**src/rtl/qdb_pkg.sv**
```systemverilog
package qdb_pkg;

   typedef enum logic {
      LDSRC_PIN = 1'b0,
      LDSRC_SW  = 1'b1
   } ld_src_e;

   // Width of the low-register field for a given code width.
   function automatic int low_field_w(input int code_w);
      return (code_w >= 10) ? (code_w - 8) : 2;
   endfunction

   // Reports whether the code width is one of the supported variants.
   function automatic bit code_w_ok(input int code_w);
      return (code_w == 8) || (code_w == 10) || (code_w == 12);
   endfunction

endpackage

```
**src/rtl/qdb_pin_edge.sv**
```systemverilog
module qdb_pin_edge #(
   parameter int STAGES = 2
) (
   input  logic clk,
   input  logic rst_n,
   input  logic pin_n,
   output logic fall
);
   if (STAGES < 2) begin : g_bad_stages
      $error("qdb_pin_edge: STAGES must be at least 2");
   end

   logic [STAGES-1:0] chain;
   logic              last_q;

   always_ff @(posedge clk) begin
      if (!rst_n) begin
         chain  <= '1;
         last_q <= 1'b1;
      end else begin
         chain  <= {chain[STAGES-2:0], pin_n};
         last_q <= chain[STAGES-1];
      end
   end

   assign fall = last_q & ~chain[STAGES-1];


   single_fall_chk: assert property (@(posedge clk) disable iff (!rst_n)
      fall |=> !fall);


   fall_after_high_chk: assert property (@(posedge clk) disable iff (!rst_n)
      fall |-> $past(chain[STAGES-1]));

endmodule

```
**src/rtl/qdb_channel.sv**
```systemverilog
module qdb_channel #(
   parameter int CODE_W = 8,
   parameter int LOW_W  = 2
) (
   input  logic              clk,
   input  logic              rst_n,
   input  logic              low_we,
   input  logic              high_we,
   input  logic [7:0]        wdata,
   input  logic              load,
   output logic [CODE_W-1:0] code,
   output logic [7:0]        rd_low,
   output logic [7:0]        rd_high
);
   localparam int HIGH_W = CODE_W - LOW_W;

   logic [CODE_W-1:0] staged;
   logic [CODE_W-1:0] live;

   always_ff @(posedge clk) begin
      if (!rst_n) begin
         staged <= '0;
         live   <= '0;
      end else begin
         if (low_we)  staged[LOW_W-1:0]      <= wdata[7 -: LOW_W];
         if (high_we) staged[CODE_W-1:LOW_W] <= wdata[HIGH_W-1:0];
         if (load)    live                   <= staged;
      end
   end

   always_comb begin
      rd_low             = '0;
      rd_low[7 -: LOW_W] = live[LOW_W-1:0];
      rd_high            = '0;
      rd_high[HIGH_W-1:0] = live[CODE_W-1:LOW_W];
   end

   assign code = live;


   live_hold_chk: assert property (@(posedge clk) disable iff (!rst_n)
      !$stable(live) |-> $past(load));

endmodule

```
**src/rtl/qdb_regif.sv**
```systemverilog
module qdb_regif #(
   parameter int         NCH       = 4,
   parameter logic [7:0] BASE_ADDR = 8'h10,
   parameter logic [7:0] CTRL_ADDR = 8'h1A,
   parameter logic [7:0] LOAD_ADDR = 8'h1C,
   parameter int         MODE_BIT  = 3
) (
   input  logic             clk,
   input  logic             rst_n,
   input  logic             bus_wr,
   input  logic [7:0]       bus_addr,
   input  logic [7:0]       bus_wdata,
   output logic [7:0]       bus_rdata,
   input  logic [NCH*8-1:0] rd_low_all,
   input  logic [NCH*8-1:0] rd_high_all,
   output logic [NCH-1:0]   low_we,
   output logic [NCH-1:0]   high_we,
   output logic             sw_mode,
   output logic [NCH-1:0]   sw_ld
);
   import qdb_pkg::*;

   logic   ctrl_wr;
   logic   load_wr;
   ld_src_e src_q;

   assign ctrl_wr = bus_wr && (bus_addr == CTRL_ADDR);
   assign load_wr = bus_wr && (bus_addr == LOAD_ADDR);

   for (genvar i = 0; i < NCH; i++) begin : g_dec
      localparam logic [7:0] A_LOW  = 8'(BASE_ADDR + 2*i);
      localparam logic [7:0] A_HIGH = 8'(BASE_ADDR + 2*i + 1);
      assign low_we[i]  = bus_wr && (bus_addr == A_LOW);
      assign high_we[i] = bus_wr && (bus_addr == A_HIGH);
   end

   always_ff @(posedge clk) begin
      if (!rst_n) begin
         src_q <= LDSRC_PIN;
         sw_ld <= '0;
      end else begin
         if (ctrl_wr) src_q <= ld_src_e'(bus_wdata[MODE_BIT]);
         sw_ld <= (load_wr && src_q == LDSRC_SW) ? bus_wdata[NCH-1:0] : '0;
      end
   end

   assign sw_mode = (src_q == LDSRC_SW);

   always_comb begin
      bus_rdata = '0;
      if (bus_addr == CTRL_ADDR) bus_rdata[MODE_BIT] = sw_mode;
      for (int i = 0; i < NCH; i++) begin
         if (bus_addr == 8'(BASE_ADDR + 2*i))     bus_rdata = rd_low_all[i*8 +: 8];
         if (bus_addr == 8'(BASE_ADDR + 2*i + 1)) bus_rdata = rd_high_all[i*8 +: 8];
      end
   end


   strobe_clear_chk: assert property (@(posedge clk) disable iff (!rst_n)
      (|sw_ld && !load_wr) |=> sw_ld == '0);


   pin_mode_no_strobe_chk: assert property (@(posedge clk) disable iff (!rst_n)
      (load_wr && !sw_mode) |=> sw_ld == '0);

endmodule

```
**src/rtl/quad_dac_bank.sv**
```systemverilog
module quad_dac_bank #(
   parameter int         NCH         = 4,
   parameter int         CODE_W      = 8,
   parameter int         SYNC_STAGES = 2,
   parameter logic [7:0] BASE_ADDR   = 8'h10,
   parameter logic [7:0] CTRL_ADDR   = 8'h1A,
   parameter logic [7:0] LOAD_ADDR   = 8'h1C,
   parameter int         MODE_BIT    = 3
) (
   input  logic                  clk,
   input  logic                  rst_n,
   input  logic                  bus_wr,
   input  logic [7:0]            bus_addr,
   input  logic [7:0]            bus_wdata,
   output logic [7:0]            bus_rdata,
   input  logic                  load_n,
   output logic [NCH*CODE_W-1:0] dac_code
);
   import qdb_pkg::*;

   localparam int LOW_W  = low_field_w(CODE_W);
   localparam int HIGH_W = CODE_W - LOW_W;

   if (!code_w_ok(CODE_W)) begin : g_bad_w
      $error("quad_dac_bank: CODE_W must be 8, 10 or 12");
   end
   if (NCH < 1 || NCH > 8) begin : g_bad_nch
      $error("quad_dac_bank: NCH must be 1..8");
   end
   if (int'(BASE_ADDR) + 2*NCH > int'(CTRL_ADDR) || CTRL_ADDR == LOAD_ADDR) begin : g_bad_map
      $error("quad_dac_bank: channel addresses overlap control registers");
   end
   if (MODE_BIT < 0 || MODE_BIT > 7) begin : g_bad_bit
      $error("quad_dac_bank: MODE_BIT out of range");
   end

   logic             pin_fall;
   logic             sw_mode;
   logic [NCH-1:0]   sw_ld;
   logic [NCH-1:0]   low_we;
   logic [NCH-1:0]   high_we;
   logic [NCH-1:0]   ld_vec;
   logic [NCH*8-1:0] rd_low_all;
   logic [NCH*8-1:0] rd_high_all;

   qdb_pin_edge #(.STAGES(SYNC_STAGES)) u_edge (
      .clk   (clk),
      .rst_n (rst_n),
      .pin_n (load_n),
      .fall  (pin_fall)
   );

   qdb_regif #(
      .NCH       (NCH),
      .BASE_ADDR (BASE_ADDR),
      .CTRL_ADDR (CTRL_ADDR),
      .LOAD_ADDR (LOAD_ADDR),
      .MODE_BIT  (MODE_BIT)
   ) u_regif (
      .clk         (clk),
      .rst_n       (rst_n),
      .bus_wr      (bus_wr),
      .bus_addr    (bus_addr),
      .bus_wdata   (bus_wdata),
      .bus_rdata   (bus_rdata),
      .rd_low_all  (rd_low_all),
      .rd_high_all (rd_high_all),
      .low_we      (low_we),
      .high_we     (high_we),
      .sw_mode     (sw_mode),
      .sw_ld       (sw_ld)
   );

   for (genvar i = 0; i < NCH; i++) begin : g_ch
      assign ld_vec[i] = sw_mode ? sw_ld[i] : pin_fall;

      qdb_channel #(.CODE_W(CODE_W), .LOW_W(LOW_W)) u_ch (
         .clk     (clk),
         .rst_n   (rst_n),
         .low_we  (low_we[i]),
         .high_we (high_we[i]),
         .wdata   (bus_wdata),
         .load    (ld_vec[i]),
         .code    (dac_code[i*CODE_W +: CODE_W]),
         .rd_low  (rd_low_all[i*8 +: 8]),
         .rd_high (rd_high_all[i*8 +: 8])
      );


      readback_high_chk: assert property (@(posedge clk) disable iff (!rst_n)
         (bus_addr == 8'(BASE_ADDR + 2*i + 1)) |->
            bus_rdata[HIGH_W-1:0] == dac_code[i*CODE_W + LOW_W +: HIGH_W]);


      readback_low_chk: assert property (@(posedge clk) disable iff (!rst_n)
         (bus_addr == 8'(BASE_ADDR + 2*i)) |->
            bus_rdata[7 -: LOW_W] == dac_code[i*CODE_W +: LOW_W]);
   end


   sw_mode_pin_ignored_chk: assert property (@(posedge clk) disable iff (!rst_n)
      (sw_mode && !(|sw_ld)) |=> $stable(dac_code));

endmodule

```
**config.mk**
```make
export PLATFORM = sky130hd
export DESIGN_NAME = quad_dac_bank
export DESIGN_NICKNAME = d
export VERILOG_FILES = /design/src/rtl/qdb_pkg.sv /design/src/rtl/qdb_pin_edge.sv /design/src/rtl/qdb_channel.sv /design/src/rtl/qdb_regif.sv /design/src/rtl/quad_dac_bank.sv
export SDC_FILE = /design/constraint.sdc
export NUM_CORES = 1
export LEC_CHECK = 0
export BUFFER_PORTS_ARGS = -buffer_cell sky130_fd_sc_hd__buf_2
export CAP_MARGIN = 10
export CORE_ASPECT_RATIO = 1.5
export CORE_MARGIN = 2
export CORE_UTILIZATION = 61
export DETAILED_ROUTE_END_ITERATION = 6
export PLACE_DENSITY = 0.85
export SYNTH_ARGS = -nofsm -noshare
export SYNTH_HDL_FRONTEND = slang
export SYNTH_HIERARCHICAL = 1
export SYNTH_SLANG_ARGS = --single-unit
```
**constraint.sdc**
```tcl
create_clock -name clk -period 3.95 [get_ports clk]
set_input_delay 0.5925 -clock clk [delete_from_list [all_inputs] [get_ports clk]]
set_output_delay 0.5925 -clock clk [all_outputs]
set_load 0.01 [all_outputs]
```
==> results of run 1 <==
-- logic make-up after synthesis --
group / Yosys count / synth area share (%)
AO/OA/AOI/OAI: 30 / 5.89
buffers and inverters: 87 / 16.1
flip-flops: 72 / 36.7
multiplexers: 80 / 22.5
other: 4 / 0.382
AND/OR/NAND/NOR: 118 / 18.4
-- power by group through the flow --
stage	Clock [W]	Sequential [W]	Combinational, W
after floorplan	0	0.000744	0.0000988
after global placement	0	0.000744	0.0000995
after detailed placement	0	0.000744	0.000101
after CTS	0.000620	0.000728	0.000101
after global routing	0.000657	0.000727	0.000111
final	0.000606	0.000728	0.000103
-- critical path: cells and delay by family --
family	cells	cell delay (ns)
simple gates	3	0.63
buf+inv	2	0.66
compound gates	1	0.27
-- area by class of cell --
type	count	area, sq um
fillers	485	2160
multi-input cells	260	1960
flip-flops and latches	72	1440
repair buffers	59	295
clock buffers	14	183
well taps	74	92.6
clock inverters	2	35.0
inverters	2	7.51
-- placed cells by master (no fill, tap or decap), types with 2 or more instances in the layout --
master / netlist / routed
a211oi_1: 4 / 4
a21o_1: 4 / 4
a221oi_1: 4 / 4
a22oi_1: 5 / 5
a311oi_1: 4 / 4
and2_1: 4 / 4
buf_2: 8 / 59
clkbuf_8: 0 / 13
conb_1: 4 / 32
dfxtp_1: 72 / 72
mux2_2: 5 / 5
mux2i_1: 69 / 69
mux4_2: 6 / 6
nand2_1: 10 / 10
nand2b_1: 3 / 3
nand3b_1: 2 / 2
nor2_1: 15 / 15
nor2b_1: 78 / 78
nor4_4: 2 / 2
o21ai_0: 4 / 4
o2bb2ai_1: 2 / 2
-- state kept, by name, indices dropped and copies added, names as in the netlist --
register / count
g_ch.u_ch/code: 32
g_ch.u_ch/staged: 32
u_regif/sw_ld: 4
u_edge/chain: 2
u_edge/last_q: 1
u_regif/sw_mode: 1
-- worst max path at each step --
stage,start,to,cells after the start
final,bus_addr[0],bus_rdata[4],6
after global routing,bus_addr[0],bus_rdata[0],6
after CTS,bus_addr[0],bus_rdata[4],6
after detailed placement,bus_addr[0],bus_rdata[4],6
after global placement,bus_addr[0],bus_rdata[4],6
after floorplan,bus_addr[5],bus_rdata[0],4
-- per-layer routing --
layer  vias up  GRT usage (%)
met4         0           11.3
met1      1221           27.1
met3        13           4.93
li1       1256              -
met2        66           34.8
met5         -              0
-- metrics by stage --
step	utilization [%]	cells
finish	65.0	483
global route	65.0	483
CTS	65.0	483
detailed placement	61.5	467
global placement	61.5	467
floorplan	-	419
==> run_results.csv, run 1 <==
group,metric,value,unit
synthesis,yosysTopAreaCellShare,36.7,%
route,routed_wirelength,7550,um
sta,maxSlewViolCount,0,
cts,post_cts_buffers,0,
worst_hold_path,min_delay_worst_endpoint,"u_edge/chain[1]",
sta,fmax,0.362,GHz
route,top_layer,"met4",
sta,hold_viol_final,0,
pwr,pwr_density_cell,358,nW/um^2
route,drtIter0Drc,118,
synthesis,yosysMostFrequentCell,"nor2b_1",
place,gp_congestion,0.820,
place,placed_area,3790,sq um
cts,cts_tree,"yes",
critical_path,max_stage_delay,0.48,ns
die,initial_core_util,63.6,%
synthesis,yosysWarnings,6,
sta,worst_pin_slew,0.925,ns
synthesis,yosysTopAreaCell,"dfxtp_1",
final_layout,fin_area,4010,sq um
sta,fin_crit,2.76,ns
place,pre_cts_ws,1.17,ns
synthesis,syn_area,3930,sq um
synthesis,synthTopCellsByCount,"nor2b_1, dfxtp_1, buf_4, mux2i_1, nor2_1",
die,die_area,7110,sq um
pwr,finalPower,0.00144,W
pwr,ir_drop,0.245,mV
route,drc_errors,0,
critical_path,r2r-start,"u_edge/chain[1]",
route,wl_per_cell,15.6,um
place,place.port_buffers,59,
cts,ctsResizeCount,0,
route,vias_per_cell,5.29,
pwr,pwr-share-clk,42.2,%
cts,cts_root_buffer,"clkbuf_8",
cts,cts_hold_buf,0,
route,num_vias,2556,
route,drt_pass1_iterations,4,
global_routing,grt_max_degree,70,
sta,whs,0.406,ns
synthesis,synth_cell_types,33,
critical_path,crit_chain,"buf_2 > nor2b_1 > nor2b_1 > nand2_1 > a311oi_1 > buf_2",
critical_path,worstSetupStartpointType,"input pin",
cts,clk_latency,0.33,ns
worst_hold_path,holdPathStages,1,
global_routing,antenna_found_initial,0,
pwr,combPwrFrac,7.2,%
cts,cts.clk_slew.worst_paths,0.06,ns
pwr,p_seq_share,50.6,%
pwr,swShare,21.3,%
flow_run,cap_violations,0,
cts,cts_buffer_depth,2,
pwr,p_leak,1.52,nW
sta,min_period_over_period,70.0,%
sta,layout_setup_ws,1.19,ns
sta,setup_viol,0,
route,wl_met1,3330,um
critical_path,path_max_fanout,35,
synthesis,yosysSeqAreaShare,36.7,%
synthesis,synth_ff_type,"dfxtp_1",
die,coreArea,6170,sq um
global_routing,first_global_vias,2454,
critical_path,arrival,2.17,ns
sta,worst_clock_skew,0.00456,ns
die,die_y,102,um
cts,cts-htree-levels,3,
sta,setup_tns,0,ns
global_routing,grt-ovfl-total,0,
critical_path,slowest_stage,"buf_2",
critical_path,worstSetupPathType,"input pin to primary output",
global_routing,grt_pass1_wl,12000,um
sta,slew_headroom,38.3,%
synthesis,async_flop_share,0,%
synthesis,synth_area_leaders,"dfxtp_1, mux2i_1, buf_4",
critical_path,cp_data_required_time,3.36,ns
route,dr_wl_met2,3750,um
final_layout,area_growth,2.17,%
pwr,switchingPower,0.000306,W
route,antenna_left,0,
synthesis,synth_edf_count,0,
pwr,internal_power,0.00113,W
run_status,outcome,"finished clean",
die,die_x,69.5,um
sta,rsz0062_at_grt,"false",
global_routing,grt_usage,21.6,%
die,ios,60,
critical_path,reg2reg_to,"g_ch[0].u_ch/code[5]",
die,rows,35,
final_layout,fin_nets,424,
final_layout,drive_gt1_share,22.0,%
cts,numCtsBuffers,9,
cts,cts.sink_count,72,
place,dpl.hpwl,5450,um
critical_path,ff2ff_path_depth,4,
critical_path,worstSetupEndpointType,"primary output",
route,wl_met3,313,um
critical_path,r2r_setup_slack,2.59,ns
worst_hold_path,min-delay-start,"u_edge/chain[0]",
synthesis,synth_seq_cells,72,
final_layout,diodes,0,
synthesis,avgSynthCellArea,10.0,sq um
worst_hold_path,holdCritPathClass,"flop to flop",
synthesis,synthCells,391,
No activity file was read; power rests on OpenSTA's default activity.
==> run 2: changes to the inputs <==
--- a/config.mk
+++ b/config.mk
@@ -9,9 +9,9 @@
 export CAP_MARGIN = 10
 export CORE_ASPECT_RATIO = 1.5
 export CORE_MARGIN = 2
-export CORE_UTILIZATION = 61
+export CORE_UTILIZATION = 51
 export DETAILED_ROUTE_END_ITERATION = 6
-export PLACE_DENSITY = 0.85
+export PLACE_DENSITY = 0.76
 export SYNTH_ARGS = -nofsm -noshare
 export SYNTH_HDL_FRONTEND = slang
 export SYNTH_HIERARCHICAL = 1
==> constraint.sdc (replaced) <==
create_clock -name clk -period 2.2 [get_ports clk]
set_input_delay 0.33 -clock clk [delete_from_list [all_inputs] [get_ports clk]]
set_output_delay 0.33 -clock clk [all_outputs]
set_load 0.01 [all_outputs]
==> run_results.csv, run 2 (synthesis results as in run 1) <==
group,metric,value,unit
run_status,outcome,"finished clean",
pwr,internal_power,0.00256,W
pwr,ir_drop,0.612,mV
flow_run,cap_violations,0,
cts,cts.sink_count,72,
global_routing,grt_usage,20.7,%
route,antenna_left,0,
final_layout,area_growth,8.28,%
place,pre_cts_ws,0.119,ns
die,die_area,8430,sq um
pwr,switchingPower,0.000641,W
global_routing,first_global_vias,2535,
sta,layout_setup_ws,0.117,ns
pwr,p_leak,1.63,nW
place,dpl.hpwl,5970,um
die,die_y,111,um
die,ios,60,
critical_path,cp_data_required_time,1.87,ns
route,routed_wirelength,8060,um
pwr,combPwrFrac,6.1,%
sta,setup_tns,0,ns
critical_path,worstSetupStartpointType,"input pin",
pwr,pwr-share-clk,53.0,%
route,drt_pass1_iterations,4,
worst_hold_path,holdCritPathClass,"input pin to flop",
die,rows,39,
sta,min_period_over_period,94.7,%
sta,fmax,0.480,GHz
critical_path,path_max_fanout,8,
global_routing,grt-ovfl-total,0,
final_layout,layout_commonest_cell,"nor2b_1",
sta,rsz0062_at_grt,"false",
cts,ctsResizeCount,0,
global_routing,grt_max_degree,42,
cts,cts-htree-levels,3,
cts,clk_latency,0.34,ns
pwr,pwr_density_cell,752,nW/um^2
cts,cts_root_buffer,"clkbuf_16",
die,initial_core_util,51.9,%
pwr,swShare,20.0,%
sta,setup_viol,0,
route,wl_per_cell,15.5,um
route,drc_errors,0,
sta,fin_crit,2.08,ns
critical_path,arrival,1.75,ns
route,vias_per_cell,4.93,
sta,maxSlewViolCount,0,
final_layout,diodes,0,
global_routing,antenna_found_initial,0,
place,place.port_buffers,59,
final_layout,final_cell_mix,"nor2b_1, dfxtp_1, mux2i_1",
cts,post_cts_buffers,0,
die,die_x,75.7,um
cts,cts_buffer_depth,2,
cts,cts_tree,"yes",
critical_path,worstSetupPathType,"input pin to primary output",
global_routing,grt_pass1_wl,13100,um
sta,whs,0.180,ns
cts,cts.clk_slew.worst_paths,0.05,ns
sta,worst_clock_skew,0.00726,ns
final_layout,fin_nets,433,
place,gp_congestion,0.756,
final_layout,drive_gt1_share,23.9,%
critical_path,worstSetupEndpointType,"primary output",
route,drtIter0Drc,68,
sta,hold_viol_final,0,
die,coreArea,7560,sq um
route,num_vias,2563,
pwr,p_seq_share,40.9,%
cts,cts_hold_buf,0,
cts,numCtsBuffers,9,
run 2: worst paths after layout:
kind | startpoint | to | slack, ns | depth (start not counted)
max reg2reg | u_edge/last_q | g_ch[0].u_ch/code[5] | 0.83 | 4
min reg2reg | u_edge/chain[0] | u_edge/chain[1] | 0.41 | 1
min | load_n | u_edge/chain[0] | 0.18 | 2
max | bus_addr[5] | bus_rdata[6] | 0.12 | 5
run 2: power groups by stage:
stage          logic (W)  clock network, W  registers, W
2_1_floorplan   0.000177                 0       0.00134
3_3_place_gp    0.000187                 0       0.00134
3_5_place_dp    0.000191                 0       0.00134
4_1_cts         0.000191           0.00172       0.00131
5_1_grt         0.000211           0.00178       0.00131
6_report        0.000194           0.00170       0.00131
run 2: layout make-up:
| cell class | count | area, sq um |
|---|---|---|
| multi-input combinational | 260 | 1960 |
| sequential | 72 | 1440 |
| timing repair buffer | 68 | 363 |
| fill | 672 | 3310 |
| tap | 102 | 128 |
| clock inverter | 5 | 103 |
| clock buffer | 11 | 253 |
| inverter | 2 | 7.51 |
run 2: metal layers:
layer / track usage [%] / wire length, um / vias up
met5: 0 / 0 / -
li1: - / - / 1276
met1: 26.0 / 3510 / 1214
met2: 33.0 / 4040 / 55
met4: 8.42 / 204 / 0
met3: 5.34 / 300 / 18
run 2: metrics by stage:
stage               cells  total power [W]  utilization, %  instance area, sq um
global route          520          0.00330            56.2                  4250
floorplan             419          0.00151               -                  4030
finish                520          0.00320            56.2                  4250
CTS                   520          0.00322            56.2                  4250
detailed placement    504          0.00153            51.5                  3900
global placement      504          0.00152            51.5                  3900
run 2: critical path, stage by stage:
cell and delay, ns:
buf_2 0.09, or4b_4 0.59, nand2b_4 0.22, a311oi_1 0.31
buf_2 0.20
==> run 3: changes to the inputs <==
--- a/config.mk
+++ b/config.mk
@@ -5,13 +5,14 @@
 export SDC_FILE = /design/constraint.sdc
 export NUM_CORES = 1
 export LEC_CHECK = 0
+export ABC_CLOCK_PERIOD_IN_PS = 2000
 export BUFFER_PORTS_ARGS = -buffer_cell sky130_fd_sc_hd__buf_2
 export CAP_MARGIN = 10
 export CORE_ASPECT_RATIO = 1.5
 export CORE_MARGIN = 2
-export CORE_UTILIZATION = 51
+export CORE_UTILIZATION = 57
 export DETAILED_ROUTE_END_ITERATION = 6
-export PLACE_DENSITY = 0.76
+export PLACE_DENSITY = 0.8
 export SYNTH_ARGS = -nofsm -noshare
 export SYNTH_HDL_FRONTEND = slang
 export SYNTH_HIERARCHICAL = 1
==> constraint.sdc (replaced) <==
create_clock -name clk -period 2 [get_ports clk]
set_input_delay 0.3 -clock clk [delete_from_list [all_inputs] [get_ports clk]]
set_output_delay 0.3 -clock clk [all_outputs]
set_load 0.01 [all_outputs]
==> run_results.csv, run 3 (synthesis results as in run 1) <==
group,metric,value,unit
cts,numCtsBuffers,9,
route,antenna_left,0,
critical_path,slowest_stage,"dfxtp_1",
route,wl_met3,272,um
final_layout,layout_commonest_cell,"nor2b_1",
route,wl_per_cell,15.9,um
sta,maxSlewViolCount,0,
global_routing,grt_max_degree,37,
cts,cts_tree,"yes",
place,gp_congestion,0.824,
final_layout,final_cell_mix,"nor2b_1, dfxtp_1, mux2i_1",
die,die_area,7580,sq um
global_routing,grt_pass1_wl,12600,um
critical_path,crit_chain,"mux2_2 > a22o_1 > a22oi_1 > o2bb2ai_2 > buf_2",
critical_path,worstSetupPathType,"flop to primary output",
die,die_y,106,um
flow_run,cap_violations,0,
die,die_x,71.8,um
critical_path,max_stage_delay,0.33,ns
critical_path,worstSetupEndpointType,"primary output",
place,dpl.hpwl,5870,um
critical_path,arrival,1.64,ns
sta,fmax,0.515,GHz
run_status,outcome,"finished clean",
critical_path,worstSetupStartpointType,"flop",
critical_path,r2r_setup_slack,0.62,ns
cts,cts_buffer_depth,2,
route,routed_wirelength,7930,um
cts,cts_hold_buf,0,
route,dr_wl_met2,4040,um
final_layout,drive_gt1_share,24.9,%
cts,ctsResizeCount,0,
critical_path,path_max_fanout,3,
cts,post_cts_buffers,0,
route,top_layer,"met4",
pwr,ir_drop,0.507,mV
route,drc_errors,0,
final_layout,area_growth,4.78,%
worst_hold_path,holdCritPathClass,"input pin to flop",
cts,cts-htree-levels,3,
global_routing,first_global_vias,2606,
cts,cts.sink_count,72,
sta,setup_viol,0,
route,drt_pass1_iterations,4,
global_routing,grt_usage,21.7,%
final_layout,diodes,0,
pwr,p_leak,1.58,nW
global_routing,antenna_found_initial,0,
cts,cts.clk_slew.worst_paths,0.07,ns
route,num_vias,2611,
sta,worst_clock_skew,0.00791,ns
sta,whs,0.131,ns
route,drtIter0Drc,120,
die,ios,60,
final_layout,fin_area,4120,sq um
final_layout,n_fill_cell,576,
global_routing,grt-ovfl-total,0,
sta,setup_tns,0,ns
final_layout,fin_nets,437,
cts,cts_root_buffer,"clkbuf_8",
place,place.port_buffers,59,
cts,clk_latency,0.35,ns
route,wl_met1,3490,um
place,placed_area,3900,sq um
die,initial_core_util,58.1,%
pwr,finalPower,0.00281,W
die,rows,37,
critical_path,cp_data_required_time,1.70,ns
pwr,pwr_density_cell,684,nW/um^2
sta,min_period_over_period,97.1,%
sta,hold_viol_final,0,
sta,fin_crit,1.94,ns
route,vias_per_cell,5.22,
die,coreArea,6760,sq um
[run 3: where the power goes]
| part | leakage, nW | internal [W] | switching (W) |
|---|---|---|---|
| registers | 0.580 | 0.00144 | 0.00000122 |
| clock network | 0.103 | 0.000641 | 0.000515 |
| logic | 0.900 | 0.0000988 | 0.000122 |
| total | 1.58 | 0.00218 | 0.000639 |
[run 3: worst max-delay path: cells and delay by family, from the launching register on]
family,cells,cell delay (ns)
AO/OA/AOI/OAI,3,0.53
flip-flops,1,0.33
buffers and inverters,1,0.14
multiplexers,1,0.29
[run 3: final cells by class]
cell class              count  area (sq um)  share of cell area, %
flip-flops and latches     72          1440                   35.0
inverters                   2          7.51                  0.182
clock buffers              13           159                   3.86
clock inverters             3          40.0                  0.973
repair buffers             72           395                   9.61
well taps                  78          97.6                   2.37
multi-input cells         260          1970                   48.0
[run 3: final timing paths]
kind                     endpoint  cells after the start            startpoint
min               u_edge/chain[0]                      2                load_n
min reg2reg       u_edge/chain[1]                      1       u_edge/chain[0]
max                  bus_rdata[3]                      5  g_ch[1].u_ch/code[5]
max reg2reg  g_ch[2].u_ch/code[3]                      4         u_edge/last_q
[run 3: metrics by stage]
stage | std cells | worst slack [ns] | util (%)
detailed placement | 484 | 0.0803 | 57.7
global placement | 484 | 0.113 | 57.7
CTS | 500 | 0.0733 | 60.6
finish | 500 | 0.0583 | 60.9
floorplan | 419 | 0.194 | -
global route | 500 | -0.0158 | 60.9
[run 3: layer usage]
metal	track usage, %	vias to the layer above
met5	0	-
met4	9.84	0
met3	4.59	13
met2	36.3	60
met1	26.4	1254
li1	-	1284
